--- src/rtl/smbus_resp_pkg.sv ---
package smbus_resp_pkg;
  typedef enum logic [2:0] {
    EV_START = 3'd0,
    EV_STOP  = 3'd1,
    EV_ADDR  = 3'd2,
    EV_WDATA = 3'd3,
    EV_TXREQ = 3'd4,
    EV_MACK  = 3'd5
  } ev_kind_e;

  typedef enum logic [2:0] {
    S_IDLE,
    S_ADDR,
    S_CMD,
    S_CNT,
    S_WDAT,
    S_DROP,
    S_RD,
    S_RDONE
  } proto_st_e;

  typedef struct packed {
    logic       ack;
    logic [7:0] data;
  } rsp_t;
endpackage

--- src/rtl/smbus_regbank.sv ---
module smbus_regbank #(
  parameter int AW = 7,
  parameter int DW = 8
) (
  input  logic          clk,
  input  logic          rst_n,
  input  logic          we,
  input  logic [AW-1:0] waddr,
  input  logic [DW-1:0] wdata,
  input  logic [AW-1:0] raddr,
  output logic [DW-1:0] rdata
);
  localparam int NREG = 1 << AW;

  logic [NREG*DW-1:0] flat;

  for (genvar i = 0; i < NREG; i++) begin : g_reg
    logic [DW-1:0] q;
    always_ff @(posedge clk or negedge rst_n) begin
      if (!rst_n) q <= '0;
      else if (we && waddr == AW'(i)) q <= wdata;
    end
    assign flat[i*DW +: DW] = q;
  end

  assign rdata = flat[raddr*DW +: DW];
endmodule

--- src/rtl/smbus_proto.sv ---
module smbus_proto
  import smbus_resp_pkg::*;
#(
  parameter logic [6:0] TGT_ADDR   = 7'h3A,
  parameter int         AW         = 7,
  parameter int         MAX_BLK    = 32,
  parameter int         RD_BLK_LEN = 4
) (
  input  logic          clk,
  input  logic          rst_n,
  input  logic          acc,
  input  logic [2:0]    kind,
  input  logic [7:0]    ev_byte,
  input  logic [7:0]    rdata,
  output logic          we,
  output logic [AW-1:0] waddr,
  output logic [7:0]    wdata,
  output logic [AW-1:0] raddr,
  output logic          need_rsp,
  output rsp_t          rsp_d
);
  localparam int CW = $clog2(MAX_BLK + 1);

  proto_st_e     st, st_n;
  logic [AW-1:0] cmd_ptr, cmd_ptr_n;
  logic [AW-1:0] wptr, wptr_n;
  logic          blk_sel, blk_sel_n;
  logic          had_cmd, had_cmd_n;
  logic          limited, limited_n;
  logic          cnt_phase, cnt_phase_n;
  logic [CW-1:0] left, left_n;
  ev_kind_e      k;

  assign k     = ev_kind_e'(kind);
  assign waddr = wptr;
  assign raddr = wptr;
  assign wdata = ev_byte;

  always_comb begin
    st_n        = st;
    cmd_ptr_n   = cmd_ptr;
    wptr_n      = wptr;
    blk_sel_n   = blk_sel;
    had_cmd_n   = had_cmd;
    limited_n   = limited;
    cnt_phase_n = cnt_phase;
    left_n      = left;
    we          = 1'b0;
    need_rsp    = 1'b0;
    rsp_d.ack   = 1'b0;
    rsp_d.data  = 8'hFF;
    if (acc) begin
      unique case (k)
        EV_START: st_n = S_ADDR;
        EV_STOP: begin
          st_n      = S_IDLE;
          had_cmd_n = 1'b0;
        end
        EV_ADDR: begin
          need_rsp = 1'b1;
          if (st == S_ADDR && ev_byte[7:1] == TGT_ADDR) begin
            rsp_d.ack = 1'b1;
            if (!ev_byte[0]) begin
              st_n = S_CMD;
            end else begin
              st_n        = S_RD;
              wptr_n      = cmd_ptr;
              cnt_phase_n = had_cmd && blk_sel;
              limited_n   = had_cmd && blk_sel;
              left_n      = CW'(RD_BLK_LEN);
            end
          end else begin
            st_n = S_DROP;
          end
        end
        EV_WDATA: begin
          need_rsp = 1'b1;
          case (st)
            S_CMD: begin
              rsp_d.ack = 1'b1;
              cmd_ptr_n = ev_byte[AW-1:0];
              wptr_n    = ev_byte[AW-1:0];
              blk_sel_n = ev_byte[7];
              limited_n = ev_byte[7];
              had_cmd_n = 1'b1;
              st_n      = ev_byte[7] ? S_CNT : S_WDAT;
            end
            S_CNT: begin
              if (ev_byte != 8'd0 && int'(ev_byte) <= MAX_BLK) begin
                rsp_d.ack = 1'b1;
                left_n    = CW'(ev_byte);
                st_n      = S_WDAT;
              end else begin
                st_n = S_DROP;
              end
            end
            S_WDAT: begin
              if (limited && left == '0) begin
                st_n = S_DROP;
              end else begin
                we        = 1'b1;
                rsp_d.ack = 1'b1;
                wptr_n    = wptr + 1'b1;
                if (limited) left_n = left - 1'b1;
              end
            end
            default: ;
          endcase
        end
        EV_TXREQ: begin
          need_rsp = 1'b1;
          if (st == S_RD) begin
            if (cnt_phase) begin
              rsp_d.ack  = 1'b1;
              rsp_d.data = 8'(RD_BLK_LEN);
            end else if (!limited || left != '0) begin
              rsp_d.ack  = 1'b1;
              rsp_d.data = rdata;
            end
          end
        end
        EV_MACK: begin
          if (st == S_RD) begin
            if (!ev_byte[0]) begin
              st_n = S_RDONE;
            end else if (cnt_phase) begin
              cnt_phase_n = 1'b0;
            end else begin
              wptr_n = wptr + 1'b1;
              if (limited && left != '0) left_n = left - 1'b1;
            end
          end
        end
        default: ;
      endcase
    end
  end

  always_ff @(posedge clk or negedge rst_n) begin
    if (!rst_n) begin
      st        <= S_IDLE;
      cmd_ptr   <= '0;
      wptr      <= '0;
      blk_sel   <= 1'b0;
      had_cmd   <= 1'b0;
      limited   <= 1'b0;
      cnt_phase <= 1'b0;
      left      <= '0;
    end else begin
      st        <= st_n;
      cmd_ptr   <= cmd_ptr_n;
      wptr      <= wptr_n;
      blk_sel   <= blk_sel_n;
      had_cmd   <= had_cmd_n;
      limited   <= limited_n;
      cnt_phase <= cnt_phase_n;
      left      <= left_n;
    end
  end

  assert_block_left_bound_R6: assert property (@(posedge clk) disable iff (!rst_n)
    int'(left) <= MAX_BLK);

  assert_stop_to_idle_R10: assert property (@(posedge clk) disable iff (!rst_n)
    (acc && k == EV_STOP) |=> st == S_IDLE);

  assert_master_nack_ends_R9: assert property (@(posedge clk) disable iff (!rst_n)
    (acc && k == EV_MACK && !ev_byte[0] && st == S_RD) |=> st == S_RDONE);
endmodule

--- src/rtl/smbus_rsp_stage.sv ---
module smbus_rsp_stage
  import smbus_resp_pkg::*;
(
  input  logic       clk,
  input  logic       rst_n,
  input  logic       load,
  input  rsp_t       rsp_d,
  output logic       rsp_valid,
  output logic       rsp_ack,
  output logic [7:0] rsp_byte
);
  always_ff @(posedge clk or negedge rst_n) begin
    if (!rst_n) begin
      rsp_valid <= 1'b0;
      rsp_ack   <= 1'b0;
      rsp_byte  <= 8'hFF;
    end else begin
      rsp_valid <= load;
      if (load) begin
        rsp_ack  <= rsp_d.ack;
        rsp_byte <= rsp_d.data;
      end
    end
  end
endmodule

--- src/rtl/smbus_target_resp.sv ---
module smbus_target_resp
  import smbus_resp_pkg::*;
#(
  parameter logic [6:0] TGT_ADDR   = 7'h3A,
  parameter int         AW         = 7,
  parameter int         MAX_BLK    = 32,
  parameter int         RD_BLK_LEN = 4
) (
  input  logic       clk,
  input  logic       rst_n,
  input  logic       ev_valid,
  output logic       ev_ready,
  input  logic [2:0] ev_kind,
  input  logic [7:0] ev_byte,
  output logic       rsp_valid,
  output logic       rsp_ack,
  output logic [7:0] rsp_byte
);
  logic          acc;
  logic          we;
  logic [AW-1:0] waddr;
  logic [AW-1:0] raddr;
  logic [7:0]    wdata;
  logic [7:0]    rdata;
  logic          need_rsp;
  rsp_t          rsp_d;

  assign ev_ready = !rsp_valid;
  assign acc      = ev_valid && ev_ready;

  smbus_regbank #(.AW(AW), .DW(8)) u_bank (
    .clk   (clk),
    .rst_n (rst_n),
    .we    (we),
    .waddr (waddr),
    .wdata (wdata),
    .raddr (raddr),
    .rdata (rdata)
  );

  smbus_proto #(
    .TGT_ADDR   (TGT_ADDR),
    .AW         (AW),
    .MAX_BLK    (MAX_BLK),
    .RD_BLK_LEN (RD_BLK_LEN)
  ) u_proto (
    .clk      (clk),
    .rst_n    (rst_n),
    .acc      (acc),
    .kind     (ev_kind),
    .ev_byte  (ev_byte),
    .rdata    (rdata),
    .we       (we),
    .waddr    (waddr),
    .wdata    (wdata),
    .raddr    (raddr),
    .need_rsp (need_rsp),
    .rsp_d    (rsp_d)
  );

  smbus_rsp_stage u_rsp (
    .clk       (clk),
    .rst_n     (rst_n),
    .load      (need_rsp),
    .rsp_d     (rsp_d),
    .rsp_valid (rsp_valid),
    .rsp_ack   (rsp_ack),
    .rsp_byte  (rsp_byte)
  );

  assert_foreign_addr_nack_R1: assert property (@(posedge clk) disable iff (!rst_n)
    (acc && ev_kind_e'(ev_kind) == EV_ADDR && ev_byte[7:1] != TGT_ADDR)
      |=> (rsp_valid && !rsp_ack));

  assert_store_is_acked_R2: assert property (@(posedge clk) disable iff (!rst_n)
    we |=> (rsp_valid && rsp_ack));

  assert_answer_next_cycle_R11: assert property (@(posedge clk) disable iff (!rst_n)
    (acc && (ev_kind_e'(ev_kind) == EV_ADDR || ev_kind_e'(ev_kind) == EV_WDATA ||
             ev_kind_e'(ev_kind) == EV_TXREQ)) |=> rsp_valid);

  assert_single_beat_R11: assert property (@(posedge clk) disable iff (!rst_n)
    rsp_valid |=> !rsp_valid);
endmodule

--- config.mk ---
export PLATFORM = sky130hd
export DESIGN_NAME = smbus_target_resp
export DESIGN_NICKNAME = d
export VERILOG_FILES = /design/src/rtl/smbus_resp_pkg.sv /design/src/rtl/smbus_regbank.sv /design/src/rtl/smbus_proto.sv /design/src/rtl/smbus_rsp_stage.sv /design/src/rtl/smbus_target_resp.sv
export SDC_FILE = /design/constraint.sdc
export NUM_CORES = 2
export LEC_CHECK = 0
export ABC_CLOCK_PERIOD_IN_PS = 3420
export BUFFER_PORTS_ARGS = -buffer_cell sky130_fd_sc_hd__buf_2
export CAP_MARGIN = 5
export CORE_ASPECT_RATIO = 1.1
export CORE_MARGIN = 2
export CORE_UTILIZATION = 64
export DETAILED_ROUTE_END_ITERATION = 10
export PLACE_DENSITY = 0.8
export SLEW_MARGIN = 20
export SYNTH_ARGS = -nofsm -noshare
export SYNTH_HDL_FRONTEND = slang
export SYNTH_SLANG_ARGS = --single-unit
--- constraint.sdc ---
create_clock -name clk -period 3.42 [get_ports clk]
set_input_delay 0.684 -clock clk [delete_from_list [all_inputs] [get_ports clk]]
set_output_delay 0.684 -clock clk [all_outputs]
set_load 0.01 [all_outputs]
Word level (Yosys, flattened, before mapping). Index checks and enable logic that the tools add are counted.

Bits in latches: 0. RAM bits: 0. Bits in registers: 1061. Memory bits (read-only): 0. Word-level logic and storage cells: 503. Memories: 0. Bits of input ports: 14.

Mux-type cells: 52. Bitwise gates (word level): 0. $mul: 0. Magnitude comparators: 1. Equality and inequality tests: 153. Shift-type cells: 1. Add/subtract/negate cells: 2. Reductions and logical operators: 155. Divide/modulo/power cells: 0.

Operator list (number): $shiftx A1024 B11 Y8 (1); $eq A7 B7 Y1 const B (64); $eq A7 B6 Y1 const B (33); $logic_and A1 B1 Y1 (134); $eq A7 B5 Y1 const B (16); $eq A7 B4 Y1 const B (8); $mux W6 (9); $mux W7 (6); $mux W9 (4); $eq A7 B3 Y1 const B (4); $pmux W7 S3 (1); $mux W3 (6); $pmux W6 S3 (1); $mux W1 (15); $pmux W3 S5 (1); $eq A7 B2 Y1 const B (2); $pmux W7 S2 (1); $eq A3 B2 Y1 const B (4); $eq A3 B3 Y1 const B (4); $pmux W6 S2 (1); $reduce_and A12 Y1 (1); $reduce_and A6 Y1 (2); $ne A2 B2 Y1 const B (5); $ne A3 B2 Y1 const B (3); other kinds (26) (38).

Longest topological paths before layout.
Depth after elaboration: 7. Depth in mapped cells: 12. Mapped depth without buffers: 7.

Hierarchy. From an unflattened synthesis, not the netlist that was laid out.

Cells, all modules: 3054. Area total of the unflattened synthesis: 49105.8 um2.

By module, submodules not included: smbus_regbank (seq. area each 25624.6 um2, times used 1, cells an instance 2774, area each 46393.2 um2); smbus_proto (seq. area each 675.6 um2, times used 1, cells an instance 258, area each 2296.0 um2); smbus_rsp_stage (seq. area each 260.2 um2, times used 1, cells an instance 20, area each 406.6 um2); smbus_target_resp (seq. area each 0.0 um2, times used 1, cells an instance 2, area each 10.0 um2).

Least setup slack after synthesis. No wires, ideal clock.

Path kind: register to register. From: register u_proto.wptr[0], in the netlist u_proto.raddr[0]. To: register u_bank.g_reg[126].q[0]. Arrival: 2.940 ns. Cell stages (with the launch flop): 13. Setup time: 0.125 ns. Setup slack: 0.356 ns. Cell sequence: dfrtp_1 buf_2 buf_2 buf_2 buf_2 buf_2 inv_1 ha_1 clkbuf_1 and3_1 clkbuf_1 nand2_1 mux2_2.

Cells in the longest elaborated chain, start to end: 2.

RTL lines: start, declared (RTL line smbus_proto.sv:26) `logic [AW-1:0] wptr, wptr_n;`; start signal, assigned (RTL line smbus_proto.sv:152) `wptr <= wptr_n;`; $eq A7 B7 Y1 (RTL line smbus_regbank.sv:21) `else if (we && waddr == AW'(i)) q <= wdata;`; $logic_and A1 B1 Y1 (RTL line smbus_regbank.sv:21); end signal, assigned (RTL line smbus_regbank.sv:21); end, declared (RTL line smbus_regbank.sv:18) `logic [DW-1:0] q;`.

Every way passes these cells. A chain may end at the register's enable or synchronous reset.

Worst setup path after layout.
From: register u_proto.wptr[3], in the netlist u_proto.raddr[3]. To: register u_rsp.rsp_byte[1].

Cells in the longest elaborated chain, start to end: 6.

RTL lines: $shiftx A1024 B11 Y8 (RTL line smbus_regbank.sv:26) `assign rdata = flat[raddr*DW +: DW];`; $mux W9 (RTL line smbus_proto.sv:116) `end else if (!limited || left != '0) begin`; $mux W9 (RTL line smbus_proto.sv:113) `if (cnt_phase) begin`; $mux W9 (RTL line smbus_proto.sv:112) `if (st == S_RD) begin`; $mux W8 (RTL line smbus_proto.sv:53) `unique case (k)`; $mux W9 (RTL line smbus_proto.sv:52) `if (acc) begin`; end signal, assigned (RTL line smbus_rsp_stage.sv:21) `rsp_byte <= rsp_d.data;`; end, declared (RTL line smbus_rsp_stage.sv:10) `output logic [7:0] rsp_byte`.

Every way passes these cells.

==> results.cfg <==
[status]
status = complete, but fails checks
violations = setup timing

[synthesis]
synth_adder_area_share = 0.00153
synth-edff-count = 0
async_flop_share = 1.00
synth-compound-area-share = 0.0356
seq_area_frac_synth = 0.541
yosysTopAreaCell = dfrtp_1
synthXorXnorAreaFrac = 0.00125
synth_area_per_cell_sq_um = 14.6
synth_cell_types = 63
synth_cells = 3349
syn_nets = 3369
ys_seq_elements = 1061
synthSimpleGateAreaFrac = 0.0389
synth_top_area_frac = 0.537
synth_mux_area_frac = 0.360
synth.area.top_cells = dfrtp_1 54%, mux2_2 23%, mux4_2 9.3%
synth_area_sq_um = 49100
synth_top_family_by_area = multiplexers
yosysWarnings = 0
ys.flop_type = dfrtp_1

[cts]
clk_latency_ps = 680
clk_path_buf_depth = 3
cts_resized = 0
cts-htree-levels = 3
path_clk_slew_ps = 70
postCtsSetupBuffers = 0
cts.sinks = 1061
numCtsBuffers = 105
cts_tree = built
hold_buffers = 0
cts_root_buffer = clkbuf_16

[timing]
fmaxAchievable_ghz = 0.284
fin_ws_ps = -96.9
hold_violations = 0
period_needed_ps = 3520
maxSlewHeadroom = 0.255
worst_slew_pin_slew_ps = 1120
skew_ps = 25.9
rsz0062_at_grt = false
finalCritPeriodShare = 1.03
setup_viol = 1
report.final.slew_viol_count = 0

[final_layout]
fin_nets = 3439
syn_to_final_growth_pct = 11.8
final_cells = 4528
drive_gt1_frac = 0.488

[global_route]
grt_overflow = 0
grtUsageTotal = 0.338
grt_pass1_wl_mm = 200
antenna_found_initial = 1
grt_pass1_vias = 32291
grt_max_degree = 126

[drt]
drt_first_pass_iters = 5
drc = 0
viasPerCell = 6.76
drt_iter0_drc = 3341
drt_wl_total_mm = 129
antenna_left = 0
wl_per_cell_microns = 28.6
vias = 30593

[critical_path]
arrival_ps = 4120
r2r_slack_ps = -100
worstPathCellList = nor2_2, buf_4, a22oi_1, buf_4, a21oi_1, a21o_1, o21ai_0, a21oi_1
worst_path_largest_cell_delay_ps = 940
cpMaxStageDelayCell = nor2_2
cp_max_fo = 14
endpoint_kind = register
cp.required_ps = 4020
worst-setup-path-type = register to register
cp-start-kind = register

[power]
p_leak_nw = 26.4
vdd_drop_max_v = 0.000456
p_per_area_nw_per_um2 = 539

[placed_design]
dp.cells = 4338
io_buffers = 24
place_congestion = 0.917
hpwl_mm = 85.0
place_worst_setup_slack_ps = 42.9

[floorplanning]
core-area_sq_um = 76000
fp.dieH_microns = 294
dieArea_sq_um = 78900
num_rows = 106
io-pin-count = 25
die_x_microns = 268
start_util = 0.646

[run]
max_cap_violations = 0

[hold_path]
holdCritPathClass = primary input to async pin
-- cell usage after synthesis (11+ instances only) --
cell type / n
clkbuf_1: 191
nor3_1: 11
a41oi_1: 11
nor2_2: 84
buf_1: 27
a21oi_1: 69
dfrtp_1: 1053
a22oi_1: 84
buf_2: 37
mux2i_1: 149
mux2_1: 24
nand3_1: 49
mux4_2: 203
o21ai_0: 38
nand2_1: 83
mux2_2: 1007
nor2_1: 62
nand4_1: 14
-- cells by family after synthesis --
group / Yosys count
and+or+nand+nor: 367
buffers and inverters: 265
AOI/OAI and AO/OA: 260
muxes: 1383
xor gates and xnor gates: 7
adders and majority gates: 6
DFF: 1061
-- final timing paths --
check / endpoint / from / cells after the start
min in group clk: u_proto.had_cmd / ev_kind[1] / 3
hold reg to reg: u_bank.g_reg[68].q[5] / u_bank.g_reg[68].q[5] / 1
hold / removal: u_bank.g_reg[127].q[2] / rst_n / 1
max in group asynchronous: u_bank.g_reg[0].q[4] / rst_n / 2
setup / recovery: u_rsp.rsp_byte[1] / u_proto.raddr[3] / 8
setup reg to reg: u_rsp.rsp_byte[1] / u_proto.raddr[3] / 8
-- sequential cells by signal (all words and copies together) (netlist names) --
signal and count:
u_bank.g.q 1024, u_rsp.rsp_byte 8, u_proto.cmd_ptr 7, u_proto.raddr 7, u_proto.left 6, u_proto.st 3, u_proto.blk_sel 1, u_proto.cnt_phase 1
u_proto.had_cmd 1, u_proto.limited 1, u_rsp.rsp_ack 1, u_rsp.rsp_valid 1
-- layer usage --
layer / global-route usage / up-vias / wire (microns)
li1: - / 12548 / -
met1: 0.472 / 16443 / 52800
met2: 0.532 / 1299 / 61800
met3: 0.0627 / 303 / 9460
met4: 0.136 / 0 / 5330
met5: 0 / - / 0
-- where the power goes --
part | internal (W) | total (W) | switching, W
combinational | 0.00171 | 0.00477 | 0.00306
sequential | 0.0127 | 0.0130 | 0.000280
clock | 0.00687 | 0.0118 | 0.00493
total | 0.0213 | 0.0295 | 0.00828
-- metrics by stage --
stage / area (sq um) / utilization / TNS [ps] / hold slack, ps / power (W)
after floorplan: 49100 / - / 0 / 388 / 0.0159
after global routing: 54800 / 0.722 / 0 / 29.3 / 0.0304
after global placement: 51300 / 0.675 / 0 / 463 / 0.0178
after detailed placement: 51300 / 0.675 / 0 / 477 / 0.0179
final: 54900 / 0.722 / -96.9 / 2.40 / 0.0295
after CTS: 54800 / 0.722 / 0 / 33.7 / 0.0296
-- worst max-delay path, delay by kind of cell (launching register included) --
family | cells | cell delay [ps]
DFF | 1 | 600
AOI/OAI and AO/OA | 5 | 1340
and+or+nand+nor | 1 | 940
buffers and inverters | 2 | 540
-- final cells by class --
type / instances / area [sq um]
clock buffers: 153 / 3090
inverters: 10 / 37.5
diodes: 1 / 2.50
multi-input cells: 2023 / 21500
flip-flops and latches: 1061 / 26600
clock inverters: 36 / 444
well taps: 1026 / 1280
repair buffers: 218 / 1940
fillers: 4717 / 21100
-- cell usage in the layout, fill, tap and decap left out, drive strengths merged, types with 8 or more instances in the layout --
cell type / synthesis / final
a22oi: 84 / 84
nor3: 11 / 11
clkinv: 0 / 24
mux2: 1031 / 1031
a41oi: 11 / 11
and3: 10 / 10
bufinv: 0 / 8
dfrtp: 1053 / 1053
a21oi: 69 / 69
nand2: 83 / 83
buf: 64 / 218
inv: 10 / 12
mux2i: 149 / 149
nor4: 8 / 8
nor2: 146 / 146
a22o: 10 / 10
dfstp: 8 / 8
clkbuf: 191 / 153
nand2b: 8 / 8
nor2b: 10 / 10
nand3: 52 / 52
nand4: 14 / 14
o21ai: 38 / 38
a211oi: 8 / 8
mux4: 203 / 203
Note: power is estimated with default switching activity, not from simulation.
